--- src/rtl/prg_irq_mapper_pkg.sv ---
// Package prg_irq_mapper_pkg
// Shared register-slot codes and the decoded write command used by
// every submodule of the mapper. Assumes register selection uses the
// top address nibble only.
package prg_irq_mapper_pkg;

    localparam int NIB_W   = 4;
    localparam int SLOT_W  = 4;

    // register slot codes in address bits [15:12]
    localparam logic [SLOT_W-1:0] SLOT_LAT0 = 4'h8;
    localparam logic [SLOT_W-1:0] SLOT_LAT1 = 4'h9;
    localparam logic [SLOT_W-1:0] SLOT_LAT2 = 4'hA;
    localparam logic [SLOT_W-1:0] SLOT_LAT3 = 4'hB;
    localparam logic [SLOT_W-1:0] SLOT_CTRL = 4'hC;
    localparam logic [SLOT_W-1:0] SLOT_CLR  = 4'hD;
    localparam logic [SLOT_W-1:0] SLOT_BANK = 4'hF;

    typedef struct packed {
        logic             lat_we;
        logic [1:0]       lat_idx;
        logic             ctrl_we;
        logic             clr_we;
        logic             bank_we;
        logic [NIB_W-1:0] nib;
        logic             mode8;
        logic             en;
        logic             ack;
    } wr_cmd_t;

    // true when the command touches any register
    function automatic logic cmd_any(input wr_cmd_t c);
        return c.lat_we | c.ctrl_we | c.clr_we | c.bank_we;
    endfunction

endpackage

--- src/rtl/prg_irq_mapper_decode.sv ---
// Module prg_irq_mapper_decode
// Turns a raw CPU write into a one-hot register command. Only the top
// address nibble selects a slot; unused slots yield an empty command.
// Assumes wr_en is a single-cycle strobe.
module prg_irq_mapper_decode
    import prg_irq_mapper_pkg::*;
#(
    parameter int ADDR_W = 16,
    parameter int DATA_W = 8
) (
    input  logic              wr_en,
    input  logic [ADDR_W-1:0] wr_addr,
    input  logic [DATA_W-1:0] wr_data,
    output wr_cmd_t           cmd
);

    logic [SLOT_W-1:0] slot;
    logic              unused_bits;

    assign slot        = wr_addr[ADDR_W-1 -: SLOT_W];
    assign unused_bits = ^{wr_addr[ADDR_W-SLOT_W-1:0], wr_data[DATA_W-1:NIB_W]};

    // build the command from the slot code and the low data bits
    always_comb begin
        cmd       = '0;
        cmd.nib   = wr_data[NIB_W-1:0];
        cmd.mode8 = wr_data[2];
        cmd.en    = wr_data[1];
        cmd.ack   = wr_data[0];
        if (wr_en) begin
            case (slot)
                SLOT_LAT0, SLOT_LAT1, SLOT_LAT2, SLOT_LAT3: begin
                    cmd.lat_we  = 1'b1;
                    cmd.lat_idx = slot[1:0];
                end
                SLOT_CTRL: cmd.ctrl_we = 1'b1;
                SLOT_CLR:  cmd.clr_we  = 1'b1;
                SLOT_BANK: cmd.bank_we = 1'b1;
                default:   ;
            endcase
        end
    end

endmodule

--- src/rtl/prg_irq_mapper_counter.sv ---
// Module prg_irq_mapper_counter
// Holds the nibble-built reload value, the mode/enable/acknowledge
// flags, the cycle counter and the sticky interrupt. Any register write
// in a cycle wins over that cycle's tick, which is then dropped.
module prg_irq_mapper_counter
    import prg_irq_mapper_pkg::*;
#(
    parameter int CNT_W = 16,
    parameter int LOW_W = 8
) (
    input  logic    clk,
    input  logic    rst_n,
    input  wr_cmd_t cmd,
    input  logic    tick,
    output logic    irq_o
);

    localparam int NIB_N = CNT_W / NIB_W;

    logic [NIB_W-1:0] lat_nib [NIB_N];
    logic [CNT_W-1:0] reload;
    logic [CNT_W-1:0] cnt_q;
    logic [CNT_W-1:0] cnt_step;
    logic             mode8_q;
    logic             en_q;
    logic             ack_q;
    logic             irq_q;
    logic             wrap;
    logic             step_ok;

    // one register per reload nibble, each written by its own slot
    for (genvar gi = 0; gi < NIB_N; gi++) begin : g_nib
        always_ff @(posedge clk) begin
            if (!rst_n) begin
                lat_nib[gi] <= '0;
            end else if (cmd.lat_we && (int'(cmd.lat_idx) == gi)) begin
                lat_nib[gi] <= cmd.nib;
            end
        end
        assign reload[gi*NIB_W +: NIB_W] = lat_nib[gi];
    end

    // a tick counts only when enabled and no register write is present
    assign step_ok = tick && en_q && !cmd_any(cmd);

    // next counter value and wrap detection for the current mode
    always_comb begin
        if (mode8_q) begin
            wrap     = &cnt_q[LOW_W-1:0];
            cnt_step = {cnt_q[CNT_W-1:LOW_W],
                        wrap ? reload[LOW_W-1:0] : cnt_q[LOW_W-1:0] + 1'b1};
        end else begin
            wrap     = &cnt_q;
            cnt_step = wrap ? reload : cnt_q + 1'b1;
        end
    end

    // control flags, counter and interrupt, with writes ahead of ticks
    always_ff @(posedge clk) begin
        if (!rst_n) begin
            mode8_q <= 1'b0;
            en_q    <= 1'b0;
            ack_q   <= 1'b0;
            cnt_q   <= '0;
            irq_q   <= 1'b0;
        end else if (cmd.ctrl_we) begin
            mode8_q <= cmd.mode8;
            en_q    <= cmd.en;
            ack_q   <= cmd.ack;
            if (cmd.en) begin
                cnt_q <= reload;
            end
        end else if (cmd.clr_we) begin
            irq_q <= 1'b0;
            en_q  <= ack_q;
        end else if (step_ok) begin
            cnt_q <= cnt_step;
            if (wrap) begin
                irq_q <= 1'b1;
                en_q  <= ack_q;
            end
        end
    end

    assign irq_o = irq_q;

endmodule

--- src/rtl/prg_irq_mapper_window.sv ---
// Module prg_irq_mapper_window
// Holds the switchable bank number and maps a CPU address to a ROM
// address: below FIXED_BASE the bank register is used, at or above it
// the last bank is forced. Translation is purely combinational.
module prg_irq_mapper_window #(
    parameter int              ADDR_W     = 16,
    parameter int              BANK_W     = 4,
    parameter int              WIN_W      = 14,
    parameter logic [ADDR_W-1:0] FIXED_BASE = 16'hC000
) (
    input  logic                    clk,
    input  logic                    rst_n,
    input  logic                    bank_we,
    input  logic [BANK_W-1:0]       bank_d,
    input  logic [ADDR_W-1:0]       cpu_addr,
    output logic [BANK_W+WIN_W-1:0] rom_addr
);

    localparam logic [BANK_W-1:0] LAST_BANK = {BANK_W{1'b1}};

    logic [BANK_W-1:0] bank_q;
    logic [BANK_W-1:0] bank_sel;

    // bank register load
    always_ff @(posedge clk) begin
        if (!rst_n) begin
            bank_q <= '0;
        end else if (bank_we) begin
            bank_q <= bank_d;
        end
    end

    // pick switchable or fixed bank for the address
    always_comb begin
        bank_sel = (cpu_addr >= FIXED_BASE) ? LAST_BANK : bank_q;
    end

    assign rom_addr = {bank_sel, cpu_addr[WIN_W-1:0]};

endmodule

--- src/rtl/prg_irq_mapper.sv ---
// Module prg_irq_mapper (top)
// Cartridge mapper with a cycle-counting interrupt and a program-ROM
// bank window. Assumes one tick per CPU cycle and single-cycle writes.
module prg_irq_mapper
    import prg_irq_mapper_pkg::*;
#(
    parameter int ADDR_W = 16,
    parameter int DATA_W = 8,
    parameter int CNT_W  = 16,
    parameter int LOW_W  = 8,
    parameter int BANK_W = 4,
    parameter int WIN_W  = 14
) (
    input  logic                    clk,
    input  logic                    rst_n,
    input  logic                    wr_en,
    input  logic [ADDR_W-1:0]       wr_addr,
    input  logic [DATA_W-1:0]       wr_data,
    input  logic                    tick,
    input  logic [ADDR_W-1:0]       cpu_addr,
    output logic [BANK_W+WIN_W-1:0] rom_addr,
    output logic                    irq_o
);

    localparam logic [ADDR_W-1:0] FIXED_BASE = ADDR_W'(3) << (ADDR_W - 2);

    wr_cmd_t cmd;

    prg_irq_mapper_decode #(
        .ADDR_W (ADDR_W),
        .DATA_W (DATA_W)
    ) u_decode (
        .wr_en   (wr_en),
        .wr_addr (wr_addr),
        .wr_data (wr_data),
        .cmd     (cmd)
    );

    prg_irq_mapper_counter #(
        .CNT_W (CNT_W),
        .LOW_W (LOW_W)
    ) u_counter (
        .clk   (clk),
        .rst_n (rst_n),
        .cmd   (cmd),
        .tick  (tick),
        .irq_o (irq_o)
    );

    prg_irq_mapper_window #(
        .ADDR_W     (ADDR_W),
        .BANK_W     (BANK_W),
        .WIN_W      (WIN_W),
        .FIXED_BASE (FIXED_BASE)
    ) u_window (
        .clk      (clk),
        .rst_n    (rst_n),
        .bank_we  (cmd.bank_we),
        .bank_d   (cmd.nib[BANK_W-1:0]),
        .cpu_addr (cpu_addr),
        .rom_addr (rom_addr)
    );

endmodule

--- config.mk ---
export PLATFORM = sky130hd
export DESIGN_NAME = prg_irq_mapper
export DESIGN_NICKNAME = d
export VERILOG_FILES = /design/src/rtl/prg_irq_mapper_pkg.sv /design/src/rtl/prg_irq_mapper_decode.sv /design/src/rtl/prg_irq_mapper_counter.sv /design/src/rtl/prg_irq_mapper_window.sv /design/src/rtl/prg_irq_mapper.sv
export SDC_FILE = /design/constraint.sdc
export NUM_CORES = 1
export LEC_CHECK = 0
export BUFFER_PORTS_ARGS = -buffer_cell sky130_fd_sc_hd__buf_2
export CORE_MARGIN = 1
export CORE_UTILIZATION = 57
export DETAILED_ROUTE_END_ITERATION = 8
export GPL_TIMING_DRIVEN = 1
export PLACE_DENSITY = 0.87
export SYNTH_ARGS = -nofsm -noshare
export SYNTH_HDL_FRONTEND = slang
export SYNTH_HIERARCHICAL = 1
export SYNTH_SLANG_ARGS = --single-unit
export TNS_END_PERCENT = 10
--- constraint.sdc ---
create_clock -name clk -period 3.45 [get_ports clk]
set_clock_uncertainty 0.1 [all_clocks]
set_input_delay 0.1725 -clock clk [delete_from_list [all_inputs] [get_ports clk]]
set_output_delay 0.1725 -clock clk [all_outputs]
set_load 0.005 [all_outputs]
**Yosys cells after proc, flatten, opt, wreduce, memory -nomap -nowiden**

Memory sizes are Yosys's and may differ from the RTL's.
Index checks and enable logic that the tools add are counted.

- Bits in registers: 24
- Bits in writable memories: 16
- Word-level logic and storage cells: 90
- Memories: 1

- Add/subtract/negate cells: 2
- Magnitude comparators: 1
- Eq/ne operators: 13
- Mux-type cells: 38
- Bitwise gates (word level): 8
- Reductions and logical operators: 20

Memories:

| memory | words | bits a word | rd ports | clocked after memory_dff | wr ports | RTL line | text |
|---|---|---|---|---|---|---|---|
| u_counter.lat_nib | 4 | 4 | 4 | 0 | 4 | prg_irq_mapper_counter.sv:20 | `logic [NIB_W-1:0] lat_nib [NIB_N];` |

Operator list:

| kind | count |
|---|---|
| 16-bit 2-to-1 mux | 6 |
| 4-bit equality test (second input constant) | 7 |
| 1-bit 2-to-1 mux | 24 |
| 4-bit 2-to-1 mux | 5 |
| 16-bit by 1-bit adder with 16-bit output (second input constant) | 1 |
| 16-bit >= comparator (second input constant) | 1 |
| 16-bit AND reduction | 1 |
| 8-bit by 1-bit adder with 8-bit output (second input constant) | 1 |
| 8-bit 2-to-1 mux | 1 |
| 8-bit AND reduction | 1 |
| 1-bit bitwise OR | 7 |
| 1-bit logical AND | 6 |
| 6-bit 2-to-1 mux | 1 |
| 3-bit AND reduction | 2 |
| 2-bit nonzero test | 3 |
| 3-bit nonzero test | 2 |
| 2-bit equality test (second input constant) | 2 |
| 2-bit by 1-bit inequality test with 1-bit output (second input constant) | 2 |
| 4-bit AND reduction | 1 |
| 4-bit OR reduction | 1 |
| 3-bit 2-to-1 mux | 1 |
| 2-bit by 1-bit equality test with 1-bit output (second input constant) | 1 |
| 2-bit zero test | 1 |
| 2-bit inequality test (second input constant) | 1 |
| other kinds (3) | 3 |

**Logic depth before layout (Yosys ltp)**

- Word-level depth: 12
- Gate-level depth with buffers: 8

**Modules after synthesis**

Netlist, hierarchy kept.

Modules (own cells, without submodules):

| module | times used | cells each | area each (um2) |
|---|---|---|---|
| prg_irq_mapper_counter | 1 | 232 | 2016.9 |
| prg_irq_mapper_window | 1 | 32 | 290.3 |
| prg_irq_mapper_decode | 1 | 16 | 110.1 |

**Least setup slack after synthesis**

No wires, ideal clock.

- Path type: flip-flop to flip-flop
- Start point: register u_counter.cnt_q[0]
- End point: register u_counter.cnt_q[9]
- Library setup time: 0.125 ns
- Data arrival time: 1.716 ns
- Slack: 1.509 ns
- Cell stages (with the launch flop): 8
- Path buffers: 1
- Period minus slack after synthesis: 1.941 ns
- Cells stage by stage: dfxtp_1 -> ha_1 -> nand3_2 -> or4_1 -> buf_2 -> mux2_4 -> nand4_1 -> nand4_1

- Longest elaborated chain between the ends: 6
- Elaborated cells on any way between the ends: 7
- Classes of those cells: add/sub: 1; mux: 5; reduce/logical: 1

RTL lines:

| what | RTL line | text |
|---|---|---|
| start: declaration | prg_irq_mapper_counter.sv:22 | `logic [CNT_W-1:0] cnt_q;` |
| start signal: assignment | prg_irq_mapper_counter.sv:71 | `cnt_q <= reload;` |
| start signal: assignment | prg_irq_mapper_counter.sv:77 | `cnt_q <= cnt_step;` |
| 16-bit by 1-bit adder with 16-bit output or 16-bit AND reduction (tied branches) | prg_irq_mapper_counter.sv:54, prg_irq_mapper_counter.sv:53 |  |
| 16-bit 2-to-1 mux * | prg_irq_mapper_counter.sv:54 | `cnt_step = wrap ? reload : cnt_q + 1'b1;` |
| 16-bit 2-to-1 mux * | prg_irq_mapper_counter.sv:48 | `if (mode8_q) begin` |
| 16-bit 2-to-1 mux * | prg_irq_mapper_counter.sv:76 | `end else if (step_ok) begin` |
| 16-bit 2-to-1 mux * | prg_irq_mapper_counter.sv:73 | `end else if (cmd.clr_we) begin` |
| 16-bit 2-to-1 mux * | prg_irq_mapper_counter.sv:66 | `end else if (cmd.ctrl_we) begin` |

Every way passes the cells marked *; elsewhere a longest branch is shown, timed or not. The select of a mux whose other input is x is not followed.
A chain may end at the register's enable or synchronous reset.

**Worst setup path in the final report**

Ends and elaborated chain as after synthesis.

==> metrics.cfg <==
[outcome]
outcome=complete, no violations

[logic_synthesis]
yosys-top-cells-area=dfxtp_1 20%, edfxtp_1 20%, buf_4 6.5%
synth_fp_nets=325
netlist_top_cells_count=28 x nand2_1, 24 x dfxtp_1, 21 x buf_4, 19 x nor2_1, 19 x o21ai_0
synth_cell_type_count=52
synth_ff_type=dfxtp_1
async_reset_ff_frac=0
synth_top_area_share=0.199
synth_area_leader_cell=dfxtp_1
ys_seq_area_frac=0.398
synth_area_per_cell_um2=8.63
syn-cell-area_mm2=0.00242
yosysWarningCount=6
ys_ff_latch=40
syn-instance-count=280
synth_edf_count=16
yosys.cell_count.top_type=nand2_1

[final_layout]
areaGrowthSynthToFinish_pct=2.74
diodes=0
final_cells=328
fin_util=0.616
fin_nets=322
stdcell_area_mm2=0.00248
drive_above_1_share=0.140

[clocking]
cts_tree=built
cts_buffer_depth=2
cts_setup_buffers=0
cts.clk_slew.worst_paths_ns=0.08
ctsHtreeMaxLevel=2
numCtsBuffers=5
root_buffer=clkbuf_8
cts.sinks=40
cts_resized=0
cts_hold_buf=0
insertion_delay_ns=0.30

[floorplanning]
die_x_um=67.1
initial_utilization=0.600
rows=23
core_mm2=0.00403
boundaryPins=63
dieArea_mm2=0.00451
die_h_um=67.1

[route]
drt_iter0_markers=362
drc_errors=0
wire_per_inst_um=16.3
routed_via_density=6.48
dr.pass1.iters=6
ant_nets=0
vias=2127
routed_wirelength_um=5340

[critical_path]
cp-end-kind=flop
critPathMaxFanout=9
rrSetupSlack_ns=1.22
crit_required_ns=3.54
crit_path_start_kind=flop
critical_path_class=flop to flop
arrival_ns=2.32

[flow_run]
cap_violations=0

[placement]
placed_area_mm2=0.00239
dp.cells=320
hpwl_um=3720
gp_congestion=0.933
place_worst_setup_slack_ns=1.12
io_buffers=18

[sta]
hold_viol_final=0
slew_headroom=0.487
period_needed_ns=2.23
timing.final.crit_share=0.647
setup_tns_ns=0
setup_violations=0
fmax_ghz=0.448
grt_setup_unrepaired=false
timing.final.ws_setup_ns=1.22
whs_ns=0.113
worst_pin_slew_ns=0.763
slew_violations=0

[power_and_ir_drop]
power_mw=0.925
ir_drop_mv=0.251
powerDensity_mw_per_mm2=372
p_leak_nw=0.864

[grt]
grt_use_total=0.269
grt_pass1_vias=1887
grt_max_degree=31
antenna_found_initial=0
grt_pass1_wl_um=8920
grt_overflow_total=0

[min_path]
min_path_type=primary input to flop

layout by cell type, fill, tap and decap left out, drive strengths merged, types with 10 or more instances in the layout:
master / count
edfxtp: 16
nor2: 19
a21oi: 17
and2: 17
mux2i: 10
buf: 19
nand2: 28
dfxtp: 24
o21ai: 19
nand3: 16
nand4: 11
cell families after synthesis:
kind of cell | Yosys count | share of synthesized area
flip-flops | 40 | 0.398
adder cells (fa/ha/maj) | 1 | 0.00518
buffers and inverters | 34 | 0.0890
AND/OR/NAND/NOR | 130 | 0.297
multiplexers | 12 | 0.0523
XOR/XNOR | 1 | 0.00362
AO/OA/AOI/OAI | 62 | 0.156
sequential cells by signal, indices dropped and copies added, names as in the netlist:
signal and count:
u_counter/mode8_q 1, u_counter/irq_o 1, u_window/bank_q 4, u_counter/lat_nib 16
u_counter/en_q 1, u_counter/ack_q 1, u_counter/cnt_q 16
per-layer routing:
metal  track usage  vias up  part of all wire
met5             0        -                 0
met2         0.429      131              0.46
met3        0.0548       21             0.098
met4        0.0931        0             0.022
met1         0.360      975              0.41
li1              -     1000                 -
area by class of cell:
cell class	instances	area, um^2
clock inverters	2	15.0
clock buffers	6	82.6
multi-input cells	206	1250
fillers	346	1550
repair buffers	19	97.6
inverters	5	18.8
flip-flops and latches	40	961
well taps	50	62.6
worst max-delay path, stage by stage, from the launching register on:
cell and delay, ns:
dfxtp_1 0.44, ha_1 0.25, nand3_2 0.21, or4_1 0.59, mux2_4 0.35, nand4_1 0.10
nand4_1 0.09
worst paths after layout:
| kind | startpoint | end | cells past startpoint |
|---|---|---|---|
| max reg2reg | u_counter/cnt_q[0] | u_counter/cnt_q[9] | 6 |
| max | u_counter/cnt_q[0] | u_counter/cnt_q[9] | 6 |
| min reg2reg | u_window/bank_q[0] | u_window/bank_q[0] | 2 |
| min | wr_data[3] | u_window/bank_q[3] | 3 |
where the power goes:
group	switching, mW	internal, mW	total [mW]
combinational	0.0416	0.0253	0.0670
sequential	0.0158	0.509	0.524
clock	0.171	0.162	0.333
No activity file was read; power rests on OpenSTA's default activity.
